===== config.mk =====
export PLATFORM = sky130hd
export DESIGN_NAME = ecc_err_capture
export DESIGN_NICKNAME = d
export VERILOG_FILES = /design/src/rtl/ecc_cap_pkg.sv /design/src/rtl/ecc_log_word.sv /design/src/rtl/ecc_status_pair.sv /design/src/rtl/ecc_err_capture.sv
export SDC_FILE = /design/constraint.sdc
export NUM_CORES = 1
export LEC_CHECK = 0
export ABC_AREA = 1
export BUFFER_PORTS_ARGS = -buffer_cell sky130_fd_sc_hd__clkbuf_2
export CAP_MARGIN = 10
export CORE_AREA = 2 2 96 98
export CTS_CLUSTER_DIAMETER = 40
export DETAILED_ROUTE_END_ITERATION = 7
export DIE_AREA = 0 0 98 100
export PLACE_DENSITY = 0.91
export SYNTH_ARGS = -nofsm -noshare
export SYNTH_HDL_FRONTEND = slang
export SYNTH_HIERARCHICAL = 1
export SYNTH_SLANG_ARGS = --single-unit

===== constraint.sdc =====
create_clock -name clk -period 1.99 [get_ports clk]
set_clock_uncertainty 0.15 [all_clocks]
set_input_delay 0 -clock clk [delete_from_list [all_inputs] [get_ports clk]]
set_output_delay 0 -clock clk [all_outputs]
set_load 0.01 [all_outputs]

===== src/rtl/ecc_cap_pkg.sv =====
// Package: shared bit positions and register select codes for the ECC
// error capture block. Assumes the two type bits are adjacent in both the
// log word and the status word.
package ecc_cap_pkg;
    localparam int LOG_W      = 64;
    localparam int LOG_CE_POS = 62;
    localparam int LOG_UE_POS = 63;
    localparam int LOG_SYN_LO = 46;
    localparam int STS_W      = 16;
    localparam int STS_CE_POS = 6;
    localparam int STS_UE_POS = 7;
    localparam int N_TYPES    = 2;

    typedef enum logic [1:0] {
        SEL_LOG  = 2'd0,
        SEL_STS  = 2'd1,
        SEL_CMD  = 2'd2,
        SEL_NONE = 2'd3
    } reg_sel_e;
endpackage


===== src/rtl/ecc_log_word.sv =====
// Module: holds the packed 64-bit error log. It captures address and
// syndrome of the first event, keeps a sticky uncorrectable flag, and
// clears type bits by write-one. Assumes at most one event per cycle and
// that the address field fits below the syndrome field.
module ecc_log_word #(
    parameter int ADDR_W = 39,
    parameter int SYN_W  = 16,
    parameter int GRAN   = 5
) (
    input  logic                        clk,
    input  logic                        rst_n,
    input  logic                        evt_valid,
    input  logic                        evt_uncorr,
    input  logic [ADDR_W-1:0]           evt_addr,
    input  logic [SYN_W-1:0]            evt_syndrome,
    input  logic                        clr_wr,
    input  logic [1:0]                  clr_mask,
    output logic [ecc_cap_pkg::LOG_W-1:0] log_word
);
    import ecc_cap_pkg::*;

    localparam int AFW = ADDR_W - GRAN;

    logic           ce_q, ue_q;
    logic [AFW-1:0] addr_q;
    logic [SYN_W-1:0] syn_q;
    logic           ce_keep, ue_keep, capture;

    // Type bits surviving this cycle's clear, and whether to capture fields.
    always_comb begin
        ce_keep = ce_q & ~(clr_wr & clr_mask[0]);
        ue_keep = ue_q & ~(clr_wr & clr_mask[1]);
        capture = evt_valid & ~(ce_keep | ue_keep);
    end

    // Log state update: event set wins over clear, fields frozen while held.
    always_ff @(posedge clk) begin
        if (!rst_n) begin
            ce_q   <= 1'b0;
            ue_q   <= 1'b0;
            addr_q <= '0;
            syn_q  <= '0;
        end else begin
            ce_q <= ce_keep | (capture & ~evt_uncorr);
            ue_q <= ue_keep | (evt_valid & evt_uncorr);
            if (capture) begin
                addr_q <= evt_addr[ADDR_W-1:GRAN];
                syn_q  <= evt_syndrome;
            end
        end
    end

    // Pack the stored fields into the software-visible word.
    always_comb begin
        log_word                      = '0;
        log_word[LOG_UE_POS]          = ue_q;
        log_word[LOG_CE_POS]          = ce_q;
        log_word[GRAN +: AFW]         = addr_q;
        log_word[LOG_SYN_LO +: SYN_W] = syn_q;
    end
endmodule


===== src/rtl/ecc_status_pair.sv =====
// Module: per-type status flags with write-one clear, per-type enables,
// and the level interrupt. Assumes the type bits sit at STS_CE_POS and
// the next higher bit.
module ecc_status_pair (
    input  logic                          clk,
    input  logic                          rst_n,
    input  logic                          evt_valid,
    input  logic                          evt_uncorr,
    input  logic                          sts_wr,
    input  logic                          cmd_wr,
    input  logic [ecc_cap_pkg::STS_W-1:0] wdata,
    output logic [ecc_cap_pkg::STS_W-1:0] sts_word,
    output logic [ecc_cap_pkg::STS_W-1:0] cmd_word,
    output logic                          irq
);
    import ecc_cap_pkg::*;

    logic [N_TYPES-1:0] sts_q, en_q, hit;

    // Type index 0 is correctable, 1 is uncorrectable.
    always_comb begin
        hit[0] = evt_valid & ~evt_uncorr;
        hit[1] = evt_valid &  evt_uncorr;
    end

    for (genvar t = 0; t < N_TYPES; t++) begin : g_type
        // One status flag and one enable per type.
        always_ff @(posedge clk) begin
            if (!rst_n) begin
                sts_q[t] <= 1'b0;
                en_q[t]  <= 1'b0;
            end else begin
                sts_q[t] <= (sts_q[t] & ~(sts_wr & wdata[STS_CE_POS+t])) | hit[t];
                if (cmd_wr) en_q[t] <= wdata[STS_CE_POS+t];
            end
        end
    end

    // Register views and the interrupt level.
    always_comb begin
        sts_word = '0;
        cmd_word = '0;
        sts_word[STS_CE_POS +: N_TYPES] = sts_q;
        cmd_word[STS_CE_POS +: N_TYPES] = en_q;
        irq = |(sts_q & en_q);
    end
endmodule


===== src/rtl/ecc_err_capture.sv =====
// Module: top of the ECC error capture block. It decodes the register
// port and joins the log word with the status/command pair. Assumes
// reg_wr is a single-cycle strobe and that reads are combinational.
module ecc_err_capture #(
    parameter int ADDR_W = 39,
    parameter int SYN_W  = 16,
    parameter int GRAN   = 5
) (
    input  logic              clk,
    input  logic              rst_n,
    input  logic              evt_valid,
    input  logic              evt_uncorr,
    input  logic [ADDR_W-1:0] evt_addr,
    input  logic [SYN_W-1:0]  evt_syndrome,
    input  logic [1:0]        reg_sel,
    input  logic              reg_wr,
    input  logic [63:0]       reg_wdata,
    output logic [63:0]       reg_rdata,
    output logic              irq
);
    import ecc_cap_pkg::*;

    reg_sel_e        sel;
    logic            log_wr, sts_wr, cmd_wr;
    logic [LOG_W-1:0] log_word;
    logic [STS_W-1:0] sts_word, cmd_word;

    // Write strobe decode per register.
    always_comb begin
        sel    = reg_sel_e'(reg_sel);
        log_wr = reg_wr && (sel == SEL_LOG);
        sts_wr = reg_wr && (sel == SEL_STS);
        cmd_wr = reg_wr && (sel == SEL_CMD);
    end

    ecc_log_word #(.ADDR_W(ADDR_W), .SYN_W(SYN_W), .GRAN(GRAN)) u_log (
        .clk          (clk),
        .rst_n        (rst_n),
        .evt_valid    (evt_valid),
        .evt_uncorr   (evt_uncorr),
        .evt_addr     (evt_addr),
        .evt_syndrome (evt_syndrome),
        .clr_wr       (log_wr),
        .clr_mask     ({reg_wdata[LOG_UE_POS], reg_wdata[LOG_CE_POS]}),
        .log_word     (log_word)
    );

    ecc_status_pair u_sts (
        .clk        (clk),
        .rst_n      (rst_n),
        .evt_valid  (evt_valid),
        .evt_uncorr (evt_uncorr),
        .sts_wr     (sts_wr),
        .cmd_wr     (cmd_wr),
        .wdata      (reg_wdata[STS_W-1:0]),
        .sts_word   (sts_word),
        .cmd_word   (cmd_word),
        .irq        (irq)
    );

    // Read multiplexer.
    always_comb begin
        unique case (sel)
            SEL_LOG: reg_rdata = log_word;
            SEL_STS: reg_rdata = {{(64-STS_W){1'b0}}, sts_word};
            SEL_CMD: reg_rdata = {{(64-STS_W){1'b0}}, cmd_word};
            default: reg_rdata = '0;
        endcase
    end
endmodule


# Yosys cells after proc, flatten, opt, wreduce, memory -nomap -nowiden
# Cells that the tools add are included.
[word_totals]
word_cells = 40
reg_bits = 56
inputBits = 126
[op_classes]
eq_ne = 2
bitwise = 24
n_reduce_logical = 5
n_mux = 1
[ops]
columns = ["op", "count"]
rows = [
  ["$pmux 64 s3", 1],
  ["$and 1x1->1", 12],
  ["$not 1->1", 6],
  ["$or 1x1->1", 5],
  ["$logic_and 1x1->1", 3],
  ["$and 2x2->2", 1],
  ["$eq 2x1->1 const B", 1],
  ["$eq 2x2->1 const B", 1],
  ["$logic_not 2->1", 1],
  ["$reduce_or 2->1", 1],
]

# Longest topological paths before layout
# Gate-level depths: netlist of run 1.
[logic_depth]
ltp_word = 10
mapped_depth = 12
ltp_nobuf = 9

# Modules after synthesis
# Netlist of run 1, hierarchy kept.
[by_module_without_submodules]
columns = ["mod", "n_inst", "area_each_um2", "seq_area_each_um2", "cells_each"]
rows = [
  ["ecc_log_word", 1, 2757.6, 1041.0, 454],
  ["ecc_err_capture", 1, 867.1, 0.0, 180],
  ["ecc_status_pair", 1, 374.1, 80.1, 53],
]

# Worst setup path before layout of run 1
# No wires, ideal clock.
[synth_timing]
path_type = "input -> register"
from = "input reg_sel[1]"
to = "register u_log.addr_q[0]"
setup_time_ns = 0.110
n_path_buf = 3
arrival_time_ns = 1.205
path_stages = 11
required_time_ns = 1.730
setup_slack_ns = 0.525
path_cell_list = "buf_4 -> nor2_8 -> inv_2 -> buf_6 -> nor2_1 -> nand2_1 -> nand2_2 -> clkbuf_1 -> nand4_1 -> nand2_1 -> nor2_1"
[synth_between]
elab_chain_len = 8
[synth_rtl]
columns = ["element", "line", "text"]
rows = [
  ["start, declared", "ecc_err_capture.sv:15", "input logic [1:0] reg_sel,"],
  ["$logic_not 2->1 *", "ecc_err_capture.sv:31", "log_wr = reg_wr && (sel == SEL_LOG);"],
  ["$logic_and 1x1->1 *", "ecc_err_capture.sv:31", ""],
  ["named net log_wr", "ecc_err_capture.sv:24", "logic log_wr, sts_wr, cmd_wr;"],
  ["$and 1x1->1, on equally long branches", "ecc_log_word.sv:31, ecc_log_word.sv:32", ""],
  ["$not 1->1, on equally long branches", "ecc_log_word.sv:31, ecc_log_word.sv:32", ""],
  ["$and 1x1->1, on equally long branches", "ecc_log_word.sv:31, ecc_log_word.sv:32", ""],
  ["$or 1x1->1 *", "ecc_log_word.sv:33", "capture = evt_valid & ~(ce_keep | ue_keep);"],
  ["$not 1->1 *", "ecc_log_word.sv:33", ""],
  ["$and 1x1->1 *", "ecc_log_word.sv:33", ""],
  ["end signal, assigned", "ecc_log_word.sv:47", "addr_q <= evt_addr[ADDR_W-1:GRAN];"],
  ["end, declared", "ecc_log_word.sv:25", "logic [AFW-1:0] addr_q;"],
]
# Mark *: on every way through the listed nets, which the timed path passes. The rest lies on a longest branch.
# A chain may end at the register's enable or synchronous reset.

# Final worst setup path of run 1
[layout_timing]
from = "register u_log.ue_q"
to = "register u_log.addr_q[22]"
[layout_between]
elab_chain_len = 4
[layout_rtl]
columns = ["element", "line", "text"]
rows = [
  ["start, declared", "ecc_log_word.sv:24", "logic ce_q, ue_q;"],
  ["start signal, assigned", "ecc_log_word.sv:45", "ue_q <= ue_keep | (evt_valid & evt_uncorr);"],
  ["$and 1x1->1", "ecc_log_word.sv:32", "ue_keep = ue_q & ~(clr_wr & clr_mask[1]);"],
  ["$or 1x1->1", "ecc_log_word.sv:33", ""],
  ["$not 1->1", "ecc_log_word.sv:33", ""],
  ["$and 1x1->1", "ecc_log_word.sv:33", ""],
]
# Every way passes these cells.

==> results of run 1 <==
## repair_timing
action	in CTS	in global routing
hold buffers	54	0
gates resized for setup	0	0
endpoints found under the setup margin	0	0
endpoints found under the hold margin	56	0
setup buffers	0	0
## cells in the final DEF (no fill, tap or decap), drive strengths merged
cell type and n:
inv 207, nand2 130, clkbuf 119, nor2 104, dfxtp 56, dlygate4sd3 54, nand4 50, nand3 49
conb 40, buf 14, a21oi 4, nor3 2, o21ai 2, bufinv 1, nand3b 1
## where the power goes
part	internal [W]	switching [W]
combinational	0.000336	0.000482
sequential	0.00122	0.0000520
clock	0.000381	0.000383
## per-layer routing
layer / part of all wire, % / wire length (microns) / track usage (%)
met1: 40 / 4270 / 24.7
met2: 50 / 5360 / 39.6
met3: 5.8 / 621 / 2.92
met4: 3.5 / 377 / 8.55
met5: 0 / 0 / 0
## flip-flops by register name, indices dropped and copies added, names as in the netlist
name            count
u_log/ue_q          1
u_log/syn_q        16
u_log/addr_q       34
u_sts/cmd_word      2
u_sts/sts_word      2
u_log/ce_q          1
## synthesized netlist by cell type
cell	number	area, sq um
nand2_2	2	12.5
nor3_1	2	10.0
o21ai_0	2	10.0
clkbuf_1	9	33.8
nor2_1	93	349
nand2_1	128	480
dfxtp_1	56	1120
nand3b_1	1	7.51
buf_6	2	22.5
nand4_1	50	313
buf_2	20	100
nor2_4	10	113
a21oi_1	4	20.0
buf_1	6	22.5
buf_8	1	15.0
inv_2	3	11.3
nor2_8	1	20.0
inv_1	203	762
conb_1	2	7.51
nand3_1	49	245
buf_4	43	323
## critical path: stages, from the launching register on
cell and delay [ns]:
dfxtp_1 0.36, nand2_2 0.21, nand3_2 0.16, buf_4 0.30, nand2_1 0.13, inv_1 0.07, nor2_1 0.05
## cell type report
class,instances,area [sq um]
Fill cell,813,3790
Sequential cell,56,1120
Multi-Input combinational cell,382,1740
Tap cell,111,139
Timing Repair Buffer,181,1220
Clock buffer,6,72.6
Inverter,206,773
Clock inverter,2,38.8
## path summary, 6_finish.rpt
path / from / slack (ns) / endpoint
setup / recovery: u_log/ue_q / 0.47 / u_log/addr_q[22]
hold / removal: reg_wr / 0.05 / u_sts/sts_word[6]
setup reg to reg: u_log/ue_q / 0.47 / u_log/addr_q[22]
hold reg to reg: u_sts/sts_word[6] / 0.35 / u_sts/sts_word[6]
## through the flow
stage,util (%),power (W)
after floorplan,-,0.00187
after global placement,50.1,0.00199
after detailed placement,50.1,0.00201
after CTS,57.4,0.00285
after global routing,57.4,0.00304
final,57.4,0.00286
## kinds of logic after synthesis
family                 Yosys count  share of synthesized area (%)
flip-flops                      56                           28.0
other                            2                          0.188
AND/OR/NAND/NOR                336                           38.8
AO/OA/AOI/OAI                    6                          0.751
buffers and inverters          287                           32.3
==> metrics.md, run 1 <==
| Metric | Value |
|---|---|
| Die height | `100 microns` |
| Number of global-route vias before repair | `3957` |
| Clock Pin Slew Worst Setup and Hold Paths | `0.11 ns` |
| FF+latch count, synth | `56` |
| Total grt overflow | `0` |
| Clk sinks | `56` |
| FMAX | `657 MHz` |
| Number of port buffers | `113` |
| Average wire per standard cell | `11.3 microns` |
| Vias | `4204` |
| GR Util All Layers | `21.3%` |
| Layout cells sized above 1 | `18.1%` |
| First-pass DRT Iterations | `7` |
| Initial antenna violation count | `0` |
| RSZ-0062 raised after global routing | `no` |
| Final net count | `958` |
| Vias per cell | `4.45` |
| Clk Latency, worst-skew pair | `0.31 ns` |
| Post-synthesis cell count | `687` |
| GP Congestion | `0.778` |
| Post-route setup slack | `0.468 ns` |
| Setup CP Type | `register to register` |
| Final setup vio count | `0` |
| WP data arrival | `1.58 ns` |
| Final hold vios | `0` |
| Dpl hpwl | `6.40 mm` |
| Max-cap violation count | `0` |
| Worst R2R Path Depth | `6` |
| Worst hold slack | `0.0506 ns` |
| # diodes | `0` |
| P_leak | `3.02 nW` |
| Slew headroom | `53.0%` |
| Layout Cells excl Fill | `944` |
| CTS Buf Count | `5` |
| Slew Limit Fails | `0` |
| Area after DPL | `4450 sq um` |
| Detailed Route Iter0 Violations | `240` |
| Drt total wl | `10.6 mm` |
| Final instance area | `5100 sq um` |
| CP Max Fanout | `26` |
| HP Class | `input port to register` |
| Largest net degree at the start of global routing | `49` |
| Pre-CTS setup slack | `0.329 ns` |
| Placed insts | `882` |
| Post-Syn Area | `4000 sq um` |
| Syn-to-layout area delta | `27.6%` |
| YS warnings | `6` |
| PD cells | `560 nW/um^2` |
| Sequential share of the synthesized area | `28.0%` |
| # DRC | `0` |
| DIE AREA | `9800 sq um` |
| Num rows | `35` |
| Critical path startpoint category | `register` |
| Clock Path Buffers | `2` |
| ANT nets after route | `0` |
| WHS Path Cells | `6` |
| Core ar. | `8890 sq um` |
| Unique masters post-synth | `21` |
| Worst setup EP type | `register` |
| Peak VDD IR | `0.343 mV` |
| Worst-margin pin slew | `0.705 ns` |
| Status | `complete, no violations` |
| CTS tree | `yes` |
| CP Data Required Time | `2.05 ns` |
| First-pass GRT wire length | `17.5 mm` |
| Chip Width | `98 microns` |
| Initial Util | `45.0%` |
| CTS Root Buffer Type | `clkbuf_8` |
| Fin crit period | `1.52 ns` |
| Setup TNS | `0 ns` |
| Ports | `191` |
| H-tree depth | `2` |
| Final Cycle Share | `76.5%` |
| Mapped Avg Cell Area | `5.82 sq um` |
(Power assumes the default switching activity.)
==> run 2: changes to the inputs <==
Settings changed: CORE_AREA 2 2 96 98 to 2 2 100 102, DIE_AREA 0 0 98 100 to 0 0 102 104, PLACE_DENSITY 0.91 to 0.89.
Clock period 1.99 ns to 1.4 ns, I/O delays scaled along.
==> metrics.md, run 2 (synthesis results as in run 1) <==
| Metric | Value |
|---|---|
| Status | `complete, no violations` |
| Num rows | `36 (+2.9%)` |
| CP Max Fanout | `16 (-38%)` |
| Setup bufs post-CTS | `0 (unchanged)` |
| Final setup vio count | `0 (unchanged)` |
| Vias per cell | `4.39 (-1.4%)` |
| Peak VDD IR | `0.519 mV (+52%)` |
| Max-cap violation count | `0 (unchanged)` |
| Slowest stage delay, CP | `0.35 ns (about the same)` |
| Fillers | `889 (+9.3%)` |
| CP Data Required Time | `1.46 ns (-0.59 ns)` |
| Layout cells sized above 1 | `18.5% (+0.41 points)` |
| Detailed Route Iter0 Violations | `360 (+50%)` |
| Number of global-route vias before repair | `3946 (-0.28%)` |
| FMAX | `765 MHz (+17%)` |
| Initial antenna violation count | `0 (unchanged)` |
| CTS Root Buffer Type | `clkbuf_8` |
| Drt total wl | `10.6 mm (about the same)` |
| Worst-margin pin slew | `0.516 ns (-0.189 ns)` |
| Setup TNS | `0 ns (unchanged)` |
| Placed insts | `907 (+2.8%)` |
| Syn-to-layout area delta | `30.8%` |
| First-pass DRT Iterations | `5 (-2)` |
| Largest net degree at the start of global routing | `55 (+12%)` |
| Clock Path Buffers | `2 (unchanged)` |
| Setup CP Type | `register to register` |
| Total grt overflow | `0 (unchanged)` |
| Vias | `4253 (+1.2%)` |
| Layout Cells excl Fill | `969 (+2.6%)` |
| CTS tree | `yes` |
| PD cells | `778 nW/um^2 (+39%)` |
| Fin crit period | `1.31 ns (-0.216 ns)` |
| WP data arrival | `1.36 ns (-0.22 ns)` |
| Clk Latency, worst-skew pair | `0.30 ns (about the same)` |
| Core ar. | `9550 sq um (+7.4%)` |
| Dpl hpwl | `6.47 mm (+0.94%)` |
| H-tree depth | `2 (unchanged)` |
| RSZ-0062 raised after global routing | `no` |
| Ports | `191 (unchanged)` |
| Chip Width | `102 microns (+4.1%)` |
| DIE AREA | `10600 sq um (+8.2%)` |
| Most flop-heavy register | `u_log/addr_q` |
| Final Cycle Share | `93.3% (+17 points)` |
| Clk sinks | `56 (unchanged)` |
| Clock Pin Slew Worst Setup and Hold Paths | `0.10 ns (about the same)` |
| Average wire per standard cell | `11.0 microns (-2.6%)` |
| ANT nets after route | `0 (unchanged)` |
| Final hold vios | `0 (unchanged)` |
| Biggest regs | `u_log/addr_q (34), u_log/syn_q (16)` |
| P_leak | `3.07 nW (+1.5%)` |
| Crit-path cells | `nand2_2 > nand3_2 > buf_4 > nand2_1 > inv_1 > nor2_1` |
| First-pass GRT wire length | `17.4 mm (-0.75%)` |
| Slew Limit Fails | `0 (unchanged)` |
| GR Util All Layers | `19.9% (-1.4 points)` |
| Worst setup EP type | `register` |
| # DRC | `0 (unchanged)` |
| CTS Buf Count | `5 (unchanged)` |
| Die height | `104 microns (+4.0%)` |
| HP Class | `input port to register` |
| Slew headroom | `65.6% (+13 points)` |
| Max reg flops | `34 (unchanged)` |
| Initial Util | `41.9% (-3.1 points)` |
| Number of port buffers | `113 (unchanged)` |
| Commonest non-fill, non-tap cell in the layout | `inv_1` |
| Final net count | `961 (+0.31%)` |
| GP Congestion | `0.788 (+1.3%)` |
| # diodes | `0 (unchanged)` |
| Commonest cells after routing, fill and taps aside | `203 x inv_1, 128 x nand2_1, 113 x clkbuf_2, 93 x nor2_1, 56 x dfxtp_1` |
| Worst-path cell with the longest stage delay | `dfxtp_1` |
| Critical path startpoint category | `register` |
-- run 2: cell count changes in the layout (fill, tap and decap cells not counted), sizes merged --
cell    previous run  this run
buf               14        17
clkinv             0         1
inv              207       206
-- run 2: final cells by class --
class                      count  area, sq um  area share (%)
multi-input combinational    382         1740            33.3
timing repair buffer         184         1320            25.2
sequential                    56         1120            21.4
inverter                     206          773            14.8
tap                          133          166            3.18
clock buffer                   6         72.6            1.39
clock inverter                 2         35.0           0.670
-- run 2: path summary, 6_finish.rpt --
kind	start	slack, ns	endpoint	cells after the start
worst max register to register	u_log/ce_q	0.09	u_log/addr_q[25]	6
worst max-delay path	u_log/ce_q	0.09	u_log/addr_q[25]	6
worst min register to register	u_sts/sts_word[6]	0.34	u_sts/sts_word[6]	2
worst min-delay path	reg_wr	0.01	u_sts/sts_word[7]	6
-- run 2: worst max-delay path: cells and delay by family (launching register included) --
kind / cells / cell delay [ns]
buffers and inverters: 2 / 0.31
DFF: 1 / 0.35
and+or+nand+nor: 4 / 0.40
-- run 2: timing repair --
action                                  4_1_cts  5_1_grt
gates resized for setup                       0        4
hold buffers                                 55        0
endpoints found under the setup margin        0        1
endpoints found under the hold margin        56        0
-- run 2: routing by layer --
| layer | GRT usage, % | vias to the layer above | wire, microns |
|---|---|---|---|
| met5 | 0 | - | 0 |
| met4 | 6.67 | 0 | 293 |
| met3 | 3.09 | 30 | 613 |
| met2 | 35.9 | 180 | 5440 |
| met1 | 23.5 | 1854 | 4280 |
| li1 | - | 2189 | - |
-- run 2: stage by stage --
step	hold slack, ns	instance area [sq um]	setup WS [ns]	util [%]	total power [W]
5_1_grt	0.0664	5230	0.00622	54.8	0.00435
6_report	0.0120	5230	0.0935	54.8	0.00407
3_3_place_gp	0.112	4560	-0.0427	47.8	0.00287
2_1_floorplan	-0.0184	4160	0.00147	-	0.00267
3_5_place_dp	0.126	4560	-0.0731	47.8	0.00290
4_1_cts	0.000766	5220	0.0338	54.7	0.00407
-- run 2: report_power, final --
group | switching (W) | leakage, nW | internal, W
Clock | 0.000520 | 0.0552 | 0.000532
Sequential | 0.0000699 | 0.464 | 0.00174
Combinational | 0.000698 | 2.55 | 0.000513
Total | 0.00129 | 3.07 | 0.00278
==> run 3: changes to the inputs <==
Settings changed: ABC_AREA 1 to unset, CORE_AREA 2 2 100 102 to 2 2 96 98, DIE_AREA 0 0 102 104 to 0 0 98 100, PLACE_DENSITY 0.89 to 0.87.
==> metrics.md, run 3 <==
| Metric | Value |
|---|---|
| Switch share | `28.0% (-3.7 points)` |
| Synth Flop Type | `dfxtp_1` |
| WHS Path Cells | `3 (-3)` |
| PD cells | `771 nW/um^2 (-0.94%)` |
| Setup CP Type | `register to register` |
| Vias | `3001 (-29%)` |
| Dpl hpwl | `5.00 mm (-23%)` |
| Max-cap violation count | `0 (unchanged)` |
| First-pass GRT wire length | `13.8 mm (-21%)` |
| Average wire per standard cell | `13.3 microns (+22%)` |
| Worst setup EP type | `register` |
| Worst hold slack | `0.0304 ns (+0.0184 ns)` |
| Initial Util | `38.2% (-3.6 points)` |
| Fillers | `791 (-11%)` |
| Number of synthesized flops with an enable pin | `0 (unchanged)` |
| Clk Latency, worst-skew pair | `0.29 ns (about the same)` |
| Clock Path Buffers | `2 (unchanged)` |
| Commonest cells in the netlist | `103 x nand2_1, 68 x mux2i_1, 56 x dfxtp_1, 43 x and2_1, 42 x buf_4` |
| Number of port buffers | `113 (unchanged)` |
| Worst R2R Path Depth | `4 (-2)` |
| Post-synth ARST share | `0% (unchanged)` |
| Clock Pin Slew Worst Setup and Hold Paths | `0.10 ns (about the same)` |
| Clock power frac | `23.5% (-2.4 points)` |
| Sequential share of the synthesized area | `33.0% (+5.0 points)` |
| Net switching power figure | `0.000991 W (-23%)` |
| FF+latch count, synth | `56 (unchanged)` |
| CP Max Fanout | `14 (-2)` |
| Layout cells sized above 1 | `26.5% (+7.9 points)` |
| Syn-to-layout area delta | `35.2%` |
| Max reg flops | `34 (unchanged)` |
| Drt total wl | `8.79 mm (-17%)` |
| Critical path startpoint category | `register` |
| Post-route setup slack | `-0.0302 ns (-0.124 ns)` |
| Final setup vio count | `5 (+5)` |
| Yosys top cell by area | `dfxtp_1` |
| Ports | `191 (unchanged)` |
| Logic pwr share | `26.3% (-3.4 points)` |
| Mapped Avg Cell Area | `8.83 sq um (+52%)` |
| Die height | `100 microns (-3.8%)` |
| WP data arrival | `1.50 ns (+0.14 ns)` |
| Internal | `0.00255 W (-8.2%)` |
| Final Power | `0.00354 W (-13%)` |
| HP Class | `input port to register` |
| Biggest regs | `u_log/addr_q (34), u_log/syn_q (16)` |
| Detailed Route Iter0 Violations | `83 (-77%)` |
| # diodes | `0 (unchanged)` |
| Most flop-heavy register | `u_log/addr_q` |
| GP Congestion | `0.906 (+15%)` |
| CP Data Required Time | `1.47 ns (about the same)` |
| Peak VDD IR | `0.414 mV (-20%)` |
| FMAX | `699 MHz (-8.7%)` |
| DIE AREA | `9800 sq um (-7.6%)` |
| Status | `finished, violations left` |
| Final Cycle Share | `102% (+8.8 points)` |
| Main area contributors after synthesis | `dfxtp_1 33%, mux2i_1 20%, nand2_1 11%` |
| CTS Buf Count | `5 (unchanged)` |
| Vias per cell | `4.55 (+3.8%)` |
| RSZ-0062 raised after global routing | `yes` |
| Initial antenna violation count | `0 (unchanged)` |
| First-pass DRT Iterations | `5 (unchanged)` |
| Number of global-route vias before repair | `2981 (-24%)` |
| Slew Limit Fails | `0 (unchanged)` |
| Post-synthesis cell count | `385 (-44%)` |
| CTS Root Buffer Type | `clkbuf_8` |
| ANT nets after route | `0 (unchanged)` |
| Setup TNS | `-0.0497 ns (-0.0497 ns)` |
| Post-synth top area share | `33.0% (+5.0 points)` |
| # DRC | `0 (unchanged)` |
| Num rows | `35 (-2.8%)` |
| Core ar. | `8890 sq um (-6.9%)` |
| Count leader, synth | `nand2_1` |
| Final net count | `674 (-30%)` |
| Post-Syn Area | `3400 sq um (-15%)` |
| Final hold vios | `0 (unchanged)` |
| Fin crit period | `1.43 ns (+0.124 ns)` |
| Commonest non-fill, non-tap cell in the layout | `clkbuf_2` |
| P_leak | `2.20 nW (-28%)` |
| Unique masters post-synth | `28 (+33%)` |
| Largest net degree at the start of global routing | `51 (-7.3%)` |
| Chip Width | `98 microns (-3.9%)` |
| Reg power frac | `50.1% (+5.7 points)` |
| GR Util All Layers | `16.8% (-3.1 points)` |
| Clk sinks | `56 (unchanged)` |
| YS warnings | `6 (unchanged)` |
| Commonest cells after routing, fill and taps aside | `112 x clkbuf_2, 103 x nand2_1, 67 x mux2i_1, 63 x dlygate4sd3_1, 54 x dfxtp_1` |
| CTS tree | `yes` |
| Total grt overflow | `0 (unchanged)` |
| H-tree depth | `2 (unchanged)` |
| Violated checks | `negative setup slack` |
==> run 3: metal layers <==
metal  global-route usage, %  share of wire, %  wire length, microns
met5                       0                 0                     0
met4                    4.06               1.0                    91
met3                    3.76               5.7                   502
met2                    31.5                52                  4590
met1                    19.5                41                  3610
==> run 3: cell type report <==
type	count	area [sq um]	share of cell area, %
Timing Repair Buffer	188	1400	30.4
Sequential cell	56	1120	24.4
Clock buffer	6	72.6	1.58
Clock inverter	1	5.00	0.109
Multi-Input combinational cell	297	1860	40.5
Tap cell	111	139	3.02
==> run 3: what timing repair did <==
action	CTS	global route
pin swaps	0	1
endpoints found under the hold margin	56	0
cloned	0	3
gates resized for setup	1	4
hold buffers	64	0
setup buffers	0	0
setup endpoints to repair	4	45
==> run 3: kinds of logic (layout without fill, tap and decap cells) <==
kind of cell,Yosys count,after routing,share of synthesized area [%]
flops,56,56,33.0
compound gates,24,24,6.11
buf+inv,70,195,16.9
simple gates,165,165,23.7
other cells,2,40,0.221
mux,68,68,20.0
==> run 3: path summary, 6_finish.rpt <==
path	startpoint	endpoint	slack (ns)
worst max-delay path	u_log/ue_q	u_log/syn_q[9]	-0.03
worst min-delay path	rst_n	u_sts/sts_word[7]	0.03
worst max register to register	u_log/ue_q	u_log/syn_q[9]	-0.03
worst min register to register	u_log/addr_q[33]	u_log/addr_q[33]	0.31
==> run 3: per-stage QoR <==
step | worst slack, ns | area [sq um] | instances | util [%]
6_report | -0.0302 | 4600 | 659 | 51.7
5_1_grt | -0.0675 | 4600 | 659 | 51.7
4_1_cts | -0.00929 | 4510 | 656 | 50.7
3_5_place_dp | -0.0196 | 3790 | 585 | 42.6
2_1_floorplan | 0.0126 | 3540 | 423 | -
3_3_place_gp | 0.0582 | 3790 | 585 | 42.6
==> run 3: power by group through the flow <==
stage / Combinational [W] / Clock (W) / Sequential, W
floorplan: 0.000639 / 0 / 0.00179
global placement: 0.000692 / 0 / 0.00180
detailed placement: 0.000715 / 0 / 0.00181
CTS: 0.000855 / 0.000891 / 0.00177
global route: 0.00102 / 0.000944 / 0.00179
finish: 0.000933 / 0.000834 / 0.00178
==> run 3: critical path, stage by stage, from the launching register on <==
cell	delay [ns]
dfxtp_2	0.35
nor2_2	0.11
o2111a_4	0.31
buf_12	0.19
mux2i_1	0.23
